### config.mk
export PLATFORM = sky130hd
export DESIGN_NAME = tbl_byte_port
export DESIGN_NICKNAME = d
export VERILOG_FILES = /design/src/rtl/tbl_pkg.sv /design/src/rtl/tbl_ptr_math.sv /design/src/rtl/tbl_lane_mux.sv /design/src/rtl/tbl_regs.sv /design/src/rtl/tbl_cmd_ctrl.sv /design/src/rtl/tbl_byte_port.sv
export SDC_FILE = /design/constraint.sdc
export NUM_CORES = 1
export LEC_CHECK = 0
export ABC_CLOCK_PERIOD_IN_PS = 6600
export CAP_MARGIN = 20
export CORE_MARGIN = 4
export CORE_UTILIZATION = 30
export DETAILED_ROUTE_END_ITERATION = 10
export PLACE_DENSITY_LB_ADDON = 0.3
export SKIP_CTS_REPAIR_TIMING = 1
export SLEW_MARGIN = 20
export SYNTH_ARGS = -nofsm -noshare
export SYNTH_HDL_FRONTEND = slang
export SYNTH_SLANG_ARGS = --single-unit
### constraint.sdc
create_clock -name clk -period 6.6 [get_ports clk]
set_input_delay 1.32 -clock clk [delete_from_list [all_inputs] [get_ports clk]]
set_output_delay 1.32 -clock clk [all_outputs]
set_load 0.01 [all_outputs]
### src/rtl/tbl_pkg.sv
package tbl_pkg;
  typedef enum logic [1:0] {
    MODE_HOLD     = 2'd0,
    MODE_POST_INC = 2'd1,
    MODE_POST_DEC = 2'd2,
    MODE_PRE_INC  = 2'd3
  } ptr_mode_e;

  typedef enum logic [1:0] {
    SEL_PTR_LO  = 2'd0,
    SEL_PTR_MID = 2'd1,
    SEL_PTR_UP  = 2'd2,
    SEL_LATCH   = 2'd3
  } reg_sel_e;

  typedef enum logic {
    ST_IDLE   = 1'b0,
    ST_ACCESS = 1'b1
  } ctrl_state_e;
endpackage

### src/rtl/tbl_ptr_math.sv
// Step the pointer up or down within its arithmetic field; the space-select MSB passes through.
module tbl_ptr_math #(
  parameter int PTR_W = 22
) (
  input  logic [PTR_W-1:0] ptr_i,
  output logic [PTR_W-1:0] ptr_inc_o,
  output logic [PTR_W-1:0] ptr_dec_o
);
  localparam int ARITH_W = PTR_W - 1;
  localparam logic [ARITH_W-1:0] ONE = ARITH_W'(1);

  logic [ARITH_W-1:0] low_inc;
  logic [ARITH_W-1:0] low_dec;

  always_comb begin
    low_inc   = ptr_i[ARITH_W-1:0] + ONE;
    low_dec   = ptr_i[ARITH_W-1:0] - ONE;
    ptr_inc_o = {ptr_i[PTR_W-1], low_inc};
    ptr_dec_o = {ptr_i[PTR_W-1], low_dec};
  end
endmodule

### src/rtl/tbl_lane_mux.sv
// Pick one byte lane out of a memory word.
module tbl_lane_mux #(
  parameter int MEM_W  = 16,
  parameter int DATA_W = 8,
  localparam int LANES  = MEM_W / DATA_W,
  localparam int LANE_W = $clog2(LANES)
) (
  input  logic [MEM_W-1:0]  word_i,
  input  logic [LANE_W-1:0] lane_i,
  output logic [DATA_W-1:0] byte_o
);
  logic [DATA_W-1:0] lane_bytes [LANES];

  for (genvar g = 0; g < LANES; g++) begin : g_lane
    assign lane_bytes[g] = word_i[g*DATA_W +: DATA_W];
  end

  assign byte_o = lane_bytes[lane_i];
endmodule

### src/rtl/tbl_regs.sv
// Pointer byte registers and the transfer latch, with their read mux.
module tbl_regs
  import tbl_pkg::*;
#(
  parameter int PTR_W  = 22,
  parameter int DATA_W = 8
) (
  input  logic              clk,
  input  logic              rst_n,
  input  logic              wr_en,
  input  reg_sel_e          sel,
  input  logic [DATA_W-1:0] wdata,
  input  logic              ptr_load,
  input  logic [PTR_W-1:0]  ptr_load_val,
  input  logic              latch_load,
  input  logic [DATA_W-1:0] latch_load_val,
  output logic [PTR_W-1:0]  ptr_q,
  output logic [DATA_W-1:0] latch_q,
  output logic [DATA_W-1:0] rdata
);
  localparam int UP_W  = PTR_W - 2*DATA_W;
  localparam int PAD_W = DATA_W - UP_W;

  logic [PTR_W-1:0]  ptr_d;
  logic [DATA_W-1:0] latch_d;
  logic              ptr_en;
  logic              latch_en;

  always_comb begin
    ptr_d    = ptr_q;
    latch_d  = latch_q;
    ptr_en   = 1'b0;
    latch_en = 1'b0;
    if (ptr_load) begin
      ptr_d  = ptr_load_val;
      ptr_en = 1'b1;
    end else if (wr_en) begin
      unique case (sel)
        SEL_PTR_LO: begin
          ptr_d[DATA_W-1:0] = wdata;
          ptr_en = 1'b1;
        end
        SEL_PTR_MID: begin
          ptr_d[2*DATA_W-1:DATA_W] = wdata;
          ptr_en = 1'b1;
        end
        SEL_PTR_UP: begin
          ptr_d[PTR_W-1:2*DATA_W] = wdata[UP_W-1:0];
          ptr_en = 1'b1;
        end
        default: begin
          latch_d  = wdata;
          latch_en = 1'b1;
        end
      endcase
    end
    if (latch_load) begin
      latch_d  = latch_load_val;
      latch_en = 1'b1;
    end
  end

  always_ff @(posedge clk or negedge rst_n) begin
    if (!rst_n) begin
      ptr_q <= '0;
    end else if (ptr_en) begin
      ptr_q <= ptr_d;
    end
  end

  always_ff @(posedge clk or negedge rst_n) begin
    if (!rst_n) begin
      latch_q <= '0;
    end else if (latch_en) begin
      latch_q <= latch_d;
    end
  end

  always_comb begin
    unique case (sel)
      SEL_PTR_LO:  rdata = ptr_q[DATA_W-1:0];
      SEL_PTR_MID: rdata = ptr_q[2*DATA_W-1:DATA_W];
      SEL_PTR_UP:  rdata = {{PAD_W{1'b0}}, ptr_q[PTR_W-1:2*DATA_W]};
      default:     rdata = latch_q;
    endcase
  end
endmodule

### src/rtl/tbl_cmd_ctrl.sv
// Command sequencer: captures the access pointer and the pending pointer when a command is accepted,
// holds the memory request, and commits both on the response.
module tbl_cmd_ctrl
  import tbl_pkg::*;
#(
  parameter int PTR_W = 22
) (
  input  logic             clk,
  input  logic             rst_n,
  input  logic             cmd_valid,
  input  logic             cmd_write,
  input  ptr_mode_e        cmd_mode,
  input  logic [PTR_W-1:0] ptr_q,
  input  logic [PTR_W-1:0] ptr_inc,
  input  logic [PTR_W-1:0] ptr_dec,
  input  logic             mem_valid,
  output logic             busy,
  output logic             accept,
  output logic             mem_we,
  output logic [PTR_W-1:0] acc_ptr,
  output logic             ptr_load,
  output logic [PTR_W-1:0] ptr_load_val,
  output logic             latch_load
);
  ctrl_state_e      state_q, state_d;
  logic [PTR_W-1:0] acc_q, acc_d;
  logic [PTR_W-1:0] pend_q, pend_d;
  logic             we_q, we_d;

  always_comb begin
    state_d = state_q;
    acc_d   = acc_q;
    pend_d  = pend_q;
    we_d    = we_q;
    accept  = 1'b0;
    unique case (state_q)
      ST_IDLE: begin
        if (cmd_valid) begin
          accept  = 1'b1;
          state_d = ST_ACCESS;
          we_d    = cmd_write;
          unique case (cmd_mode)
            MODE_HOLD: begin
              acc_d  = ptr_q;
              pend_d = ptr_q;
            end
            MODE_POST_INC: begin
              acc_d  = ptr_q;
              pend_d = ptr_inc;
            end
            MODE_POST_DEC: begin
              acc_d  = ptr_q;
              pend_d = ptr_dec;
            end
            default: begin
              acc_d  = ptr_inc;
              pend_d = ptr_inc;
            end
          endcase
        end
      end
      default: begin
        if (mem_valid) begin
          state_d = ST_IDLE;
        end
      end
    endcase
  end

  always_ff @(posedge clk or negedge rst_n) begin
    if (!rst_n) begin
      state_q <= ST_IDLE;
    end else begin
      state_q <= state_d;
    end
  end

  always_ff @(posedge clk or negedge rst_n) begin
    if (!rst_n) begin
      acc_q  <= '0;
      pend_q <= '0;
      we_q   <= 1'b0;
    end else if (accept) begin
      acc_q  <= acc_d;
      pend_q <= pend_d;
      we_q   <= we_d;
    end
  end

  assign busy         = (state_q == ST_ACCESS);
  assign mem_we       = we_q;
  assign acc_ptr      = acc_q;
  assign ptr_load     = busy && mem_valid;
  assign ptr_load_val = pend_q;
  assign latch_load   = busy && mem_valid && !we_q;
endmodule

### src/rtl/tbl_byte_port.sv
module tbl_byte_port
  import tbl_pkg::*;
#(
  parameter int PTR_W  = 22,
  parameter int DATA_W = 8,
  parameter int MEM_W  = 16,
  localparam int LANE_W = $clog2(MEM_W / DATA_W),
  localparam int WADR_W = PTR_W - LANE_W
) (
  input  logic              clk,
  input  logic              rst_n,
  input  logic              reg_wr_en,
  input  logic [1:0]        reg_sel,
  input  logic [DATA_W-1:0] reg_wdata,
  output logic [DATA_W-1:0] reg_rdata,
  input  logic              cmd_valid,
  input  logic              cmd_write,
  input  logic [1:0]        cmd_mode,
  output logic              busy,
  output logic              mem_req,
  output logic              mem_we,
  output logic [WADR_W-1:0] mem_addr,
  output logic [LANE_W-1:0] mem_lane,
  output logic [DATA_W-1:0] mem_wdata,
  input  logic              mem_valid,
  input  logic [MEM_W-1:0]  mem_rdata
);
  // Reset is asserted asynchronously and released in step with the clock.
  logic [1:0] rst_sync_q;
  logic       rst_int_n;

  always_ff @(posedge clk or negedge rst_n) begin
    if (!rst_n) begin
      rst_sync_q <= 2'b00;
    end else begin
      rst_sync_q <= {rst_sync_q[0], 1'b1};
    end
  end
  assign rst_int_n = rst_sync_q[1];

  logic [PTR_W-1:0]  ptr_q;
  logic [PTR_W-1:0]  ptr_inc;
  logic [PTR_W-1:0]  ptr_dec;
  logic [PTR_W-1:0]  acc_ptr;
  logic [PTR_W-1:0]  ptr_load_val;
  logic [DATA_W-1:0] latch_q;
  logic [DATA_W-1:0] lane_byte;
  logic              ptr_load;
  logic              latch_load;
  logic              accept;
  logic              reg_wr_ok;

  tbl_ptr_math #(.PTR_W(PTR_W)) u_math (
    .ptr_i    (ptr_q),
    .ptr_inc_o(ptr_inc),
    .ptr_dec_o(ptr_dec)
  );

  tbl_cmd_ctrl #(.PTR_W(PTR_W)) u_ctrl (
    .clk         (clk),
    .rst_n       (rst_int_n),
    .cmd_valid   (cmd_valid),
    .cmd_write   (cmd_write),
    .cmd_mode    (ptr_mode_e'(cmd_mode)),
    .ptr_q       (ptr_q),
    .ptr_inc     (ptr_inc),
    .ptr_dec     (ptr_dec),
    .mem_valid   (mem_valid),
    .busy        (busy),
    .accept      (accept),
    .mem_we      (mem_we),
    .acc_ptr     (acc_ptr),
    .ptr_load    (ptr_load),
    .ptr_load_val(ptr_load_val),
    .latch_load  (latch_load)
  );

  tbl_lane_mux #(.MEM_W(MEM_W), .DATA_W(DATA_W)) u_lane (
    .word_i(mem_rdata),
    .lane_i(acc_ptr[LANE_W-1:0]),
    .byte_o(lane_byte)
  );

  // Software writes lose to an accepted command and are shut out during an access.
  assign reg_wr_ok = reg_wr_en && !busy && !accept;

  tbl_regs #(.PTR_W(PTR_W), .DATA_W(DATA_W)) u_regs (
    .clk           (clk),
    .rst_n         (rst_int_n),
    .wr_en         (reg_wr_ok),
    .sel           (reg_sel_e'(reg_sel)),
    .wdata         (reg_wdata),
    .ptr_load      (ptr_load),
    .ptr_load_val  (ptr_load_val),
    .latch_load    (latch_load),
    .latch_load_val(lane_byte),
    .ptr_q         (ptr_q),
    .latch_q       (latch_q),
    .rdata         (reg_rdata)
  );

  assign mem_req   = busy;
  assign mem_addr  = acc_ptr[PTR_W-1:LANE_W];
  assign mem_lane  = acc_ptr[LANE_W-1:0];
  assign mem_wdata = latch_q;
endmodule

Word level (Yosys, flattened, before mapping). Index checks and enable logic that the tools add are counted. Widths: inputs -> output; s select.

Register bits: 78. Input port bits: 34. Output and inout bits: 41. Word-level logic and storage cells: 67.

Add/subtract/negate cells: 2. Order comparisons: 1. Equality and inequality tests: 6. Muxes and demuxes: 26. Bitwise gates (word level): 2. Reductions and logical operators: 21.

Operator list (number): $mux 8 (9); $mux 22 (2); $pmux 21 s2 (1); $pmux 8 s3 (1); $add 21x1->21 const B (1); $mux 21 (1); $sub 21x1->21 const B (1); $reduce_and 3->1 (4); $mux 1 (11); $reduce_bool 2->1 (5); $mux 6 (1); $reduce_or 3->1 (2); $eq 2x1->1 const B (2); $eq 2x2->1 const B (2); $logic_and 1x1->1 (4); $logic_not 2->1 (2); $ne 2x1->1 const B (2); $reduce_and 4->1 (1); $logic_not 1->1 (3); $ge 2x2->1 const B (1); $not 1->2 (1); $not 1->1 (1).

Depth between registers and ports, before layout.
Depth after elaboration: 8. Gate-level depth with buffers: 8. Depth with buffers taken out: 7.

By module. A second synthesis with hierarchy kept.

Cells, all modules: 510. Area, all modules: 5108.6 µm².

By module, submodules not included: tbl_cmd_ctrl (times used 1, cells each 228, area each 2493.6 µm², sequential area each 1151.1 µm²); tbl_regs (times used 1, cells each 147, area each 1605.3 µm², sequential area each 750.7 µm²); tbl_ptr_math (times used 1, cells each 121, area each 804.5 µm², sequential area each 0.0 µm²); tbl_lane_mux (times used 1, cells each 9, area each 131.4 µm², sequential area each 0.0 µm²); tbl_byte_port (times used 1, cells each 5, area each 73.8 µm², sequential area each 50.0 µm²).

Worst setup path after synthesis. Ideal clock, no wire load.

Path type: input -> output. Start: input reg_sel[1]. End: output reg_rdata[3]. Data arrival time: 2439 ps. Required time: 5280 ps. Path slack: 2841 ps. Stages: 3. Path buffers: 2. Cell sequence: clkbuf_1 -> clkbuf_1 -> mux4_2.

Cells in the longest elaborated chain, start to end: 2. Elaborated cells on any way between the ends: 4. Those cells by class: eq/ne: 2; mux: 1; reduce/logical: 1.

RTL lines: start: declaration (RTL line tbl_byte_port.sv:13) `input logic [1:0] reg_sel,`; $eq 2x2->1 (tied with other cells) (RTL line tbl_regs.sv:80) `unique case (sel)`; $pmux 8 s3 * (RTL line tbl_regs.sv:80); end: declaration (RTL line tbl_byte_port.sv:15) `output logic [DATA_W-1:0] reg_rdata,`.

Mark *: on every way between the ends. The rest lies on a longest branch, timed or not.

Worst setup path after layout.
Start: input reg_sel[0]. End: output reg_rdata[1].

Same word-level chain as after synthesis.

==> metrics <==
final worst path period share=0.7121; sequential fraction of the synthesis area=0.4296; CP Data Required Time=5.28 ns; met2 usage=0.2164; Vias/cell=5.151; pwr dens=409.1 nW/um2; RSZ-0062 raised after global routing=no; share of layout cells above drive strength 1=0.07721; Top Usage Layer GRT=met1; GRT Resource Usage Total=0.1514; final antenna-violating net count=0; Hold WS=0.3538 ns; Die Span Y=130.3 um; Pins Over Slew Limit=0; full die area=16970 um2; Reg clk slew, reported paths=0.06 ns; final instance area=5529 um2; Yosys top cell area share=0.4296; syn avg cell area=9.325 um2; worst rel slew slack=0.3679; Pre-antenna DRT Iters=4; reg2reg start=u_regs.ptr_q[7]$_DFFE_PN0P_; initial core utilization=0.3075; Bufs on Longest Clock Path=2; Num CTS Buffers=9; routability cong.=0.8816; Yosys cell types=51; Clk Latency, worst-skew pair=0.34 ns; critical path class=primary input to primary output; H-tree depth=3; worst hold-check path type=register to register; Boundary Pins=75; Die Wd=130.3 um; Max Fclk=212.8 MHz; largest net degree at the start of global routing=81; largest cells by area after synthesis=dfrtp_1 (43%), mux2i_1 (7.6%), nand2_1 (7.1%); Area Overhead vs Synth=23.26%; met1 GRT Util=0.2171; register area=1928 um2; initial antenna violation count=0; Core Region=14590 um2; GR Layer Usage met3=0.03971; # port buffers=74; post-DP HPWL=8691 um; Syn. warnings=0; nature of the critical path startpoint=primary input; Post-synth EDFFs=0; final std cells w/o fill=715; CP arrival=3.38 ns; CP Cell Sequence=clkdlybuf4s50_1, mux4_2, clkdlybuf4s50_1; Setup TNS=0 ns; hold_sp=rst_sync_q[0]$_DFF_PN0_; final WL=12130 um; grt total ovfl=0; Nets=562; status=complete, no violations; Iter 0 DRT Violations=252; Worst Setup SP=reg_sel[0]; CTS tree=built; diodes inserted=0; Power, Total=2.262 mW; number of synthesized register bits=77; critical-path maximum fanout=14; Clock Skews=0.007671 ns; Wirelength per Cell=16.97 um; vias post-DR=3683; clock sinks=77; Max Cap Viol=0; Hold Vio Cnt, Final=0; synthesized instance count=481; VDD IR max=0.1327 mV; setup violators final=0; vias in the first global route=3758; Syn Nets=517; crit path capture type=primary output; slew of the pin with the lowest slew margin=0.9481 ns; crit-path leading delay family=buffers and inverters; cell mode on critical path=clkdlybuf4s50_1; CTS Root Cell=clkbuf_16; row count=44; Fillers=1467; Final min period=4.700 ns; Mapped Area=4486 um2; area of the multi-input gates=2306 um2; max incr delay on CP=0.92 ns; Crit-path slowest cell=clkdlybuf4s50_1; # DRC=0; Yosys top cell by area=dfrtp_1; placed inst area=5258 um2; Top FF cell, synth=dfrtp_1; first-pass GRT wire length=20070 um; P_leak=2.170 nW; asr flop ratio synth=1.000; Placed Instances=699; buffers plus inverters on the worst setup path=2; setup slack, reg-to-reg=4.33 ns
[cell usage in the layout, fill, tap and decap left out, drive strengths merged, types with 6 or more instances in the layout]
master         Yosys  final
mux4               6      6
nand4             10     10
a21oi             11     11
inv                6      6
nor3              10     10
clkdlybuf4s50      0     74
nor2b             12     12
nand3             12     12
mux2i             34     34
o21ai             65     65
nor4               7      7
a211oi             8      8
dfrtp             77     77
clkbuf            20     12
xnor2             18     18
nand2             85     85
xor2              21     21
nor2              16     16
[stage by stage]
step / utilization / setup WS [ns]
6_report: 0.3790 / 1.900
4_1_cts: 0.3790 / 1.894
3_3_place_gp: 0.3604 / 1.928
2_1_floorplan: - / 2.841
3_5_place_dp: 0.3604 / 1.893
5_1_grt: 0.3790 / 1.825
[report_power, final]
part / internal, mW / switching [mW] / total (mW)
clock network: 0.264 / 0.187 / 0.451
logic: 0.452 / 0.369 / 0.821
registers: 0.672 / 0.319 / 0.990
[final cells by class]
class / count / share of cell area
multi-input combinational: 354 / 0.4171
tap: 184 / 0.04164
timing repair buffer: 78 / 0.1394
clock inverter: 4 / 0.004526
sequential: 77 / 0.3487
inverter: 6 / 0.004073
clock buffer: 12 / 0.04458
[worst register-to-register path: cells and delay by family (launching register included)]
family,cells,cell delay [ns]
XOR/XNOR,1,0.17
AO/OA/AOI/OAI,2,0.39
AND/OR/NAND/NOR,2,0.91
flip-flops,1,0.66
[cells by family (layout without fill, tap and decap cells)]
kind of cell    count (synthesis)  in the layout  synth area share
simple gates                  173            173            0.1941
fa+ha+maj                       2              2          0.005578
xor+xnor                       39             39           0.07615
other cells                     1              1         0.0008360
mux                            42             42            0.1110
flops                          77             77            0.4296
buf+inv                        50            100           0.05690
compound gates                 97             97            0.1258
[metal layers]
| metal | part of all wire | vias up |
|---|---|---|
| met1 | 0.48 | 1748 |
| met3 | 0.074 | 20 |
| li1 | - | 1773 |
| met4 | 0.020 | 0 |
| met2 | 0.43 | 142 |
| met5 | 0 | - |
[cell usage after synthesis, types with 9 or more instances]
cell type / n
nand2_1: 85
nand4_1: 9
nor2_1: 16
o21ai_0: 57
clkbuf_1: 19
xor2_1: 21
nor3_1: 9
buf_2: 12
xnor2_1: 18
nor2b_1: 12
mux2i_1: 34
dfrtp_1: 77
a21oi_1: 11
nand3_1: 12
[worst paths after layout]
path | to | cells after the start
worst max-delay path | reg_rdata[1] | 3
worst min-delay path | rst_sync_q[1]$_DFF_PN0_ | 0
worst max register to register | u_ctrl.ptr_load_val[13]$_DFFE_PN0P_ | 5
worst min register to register | rst_sync_q[1]$_DFF_PN0_ | 0
max in group asynchronous | rst_sync_q[1]$_DFF_PN0_ | 1
min in group asynchronous | u_regs.ptr_q[6]$_DFFE_PN0P_ | 1
[registers in the layout (all words and copies together) (netlist names)]
signal and count:
u_ctrl.acc_ptr 21, u_ctrl.ptr_load_val 22, u_regs.ptr_q 22, u_regs.latch_q 8, u_ctrl.mem_we 1, rst_sync_q 2, u_ctrl.busy 1
(Power assumes the default switching activity.)
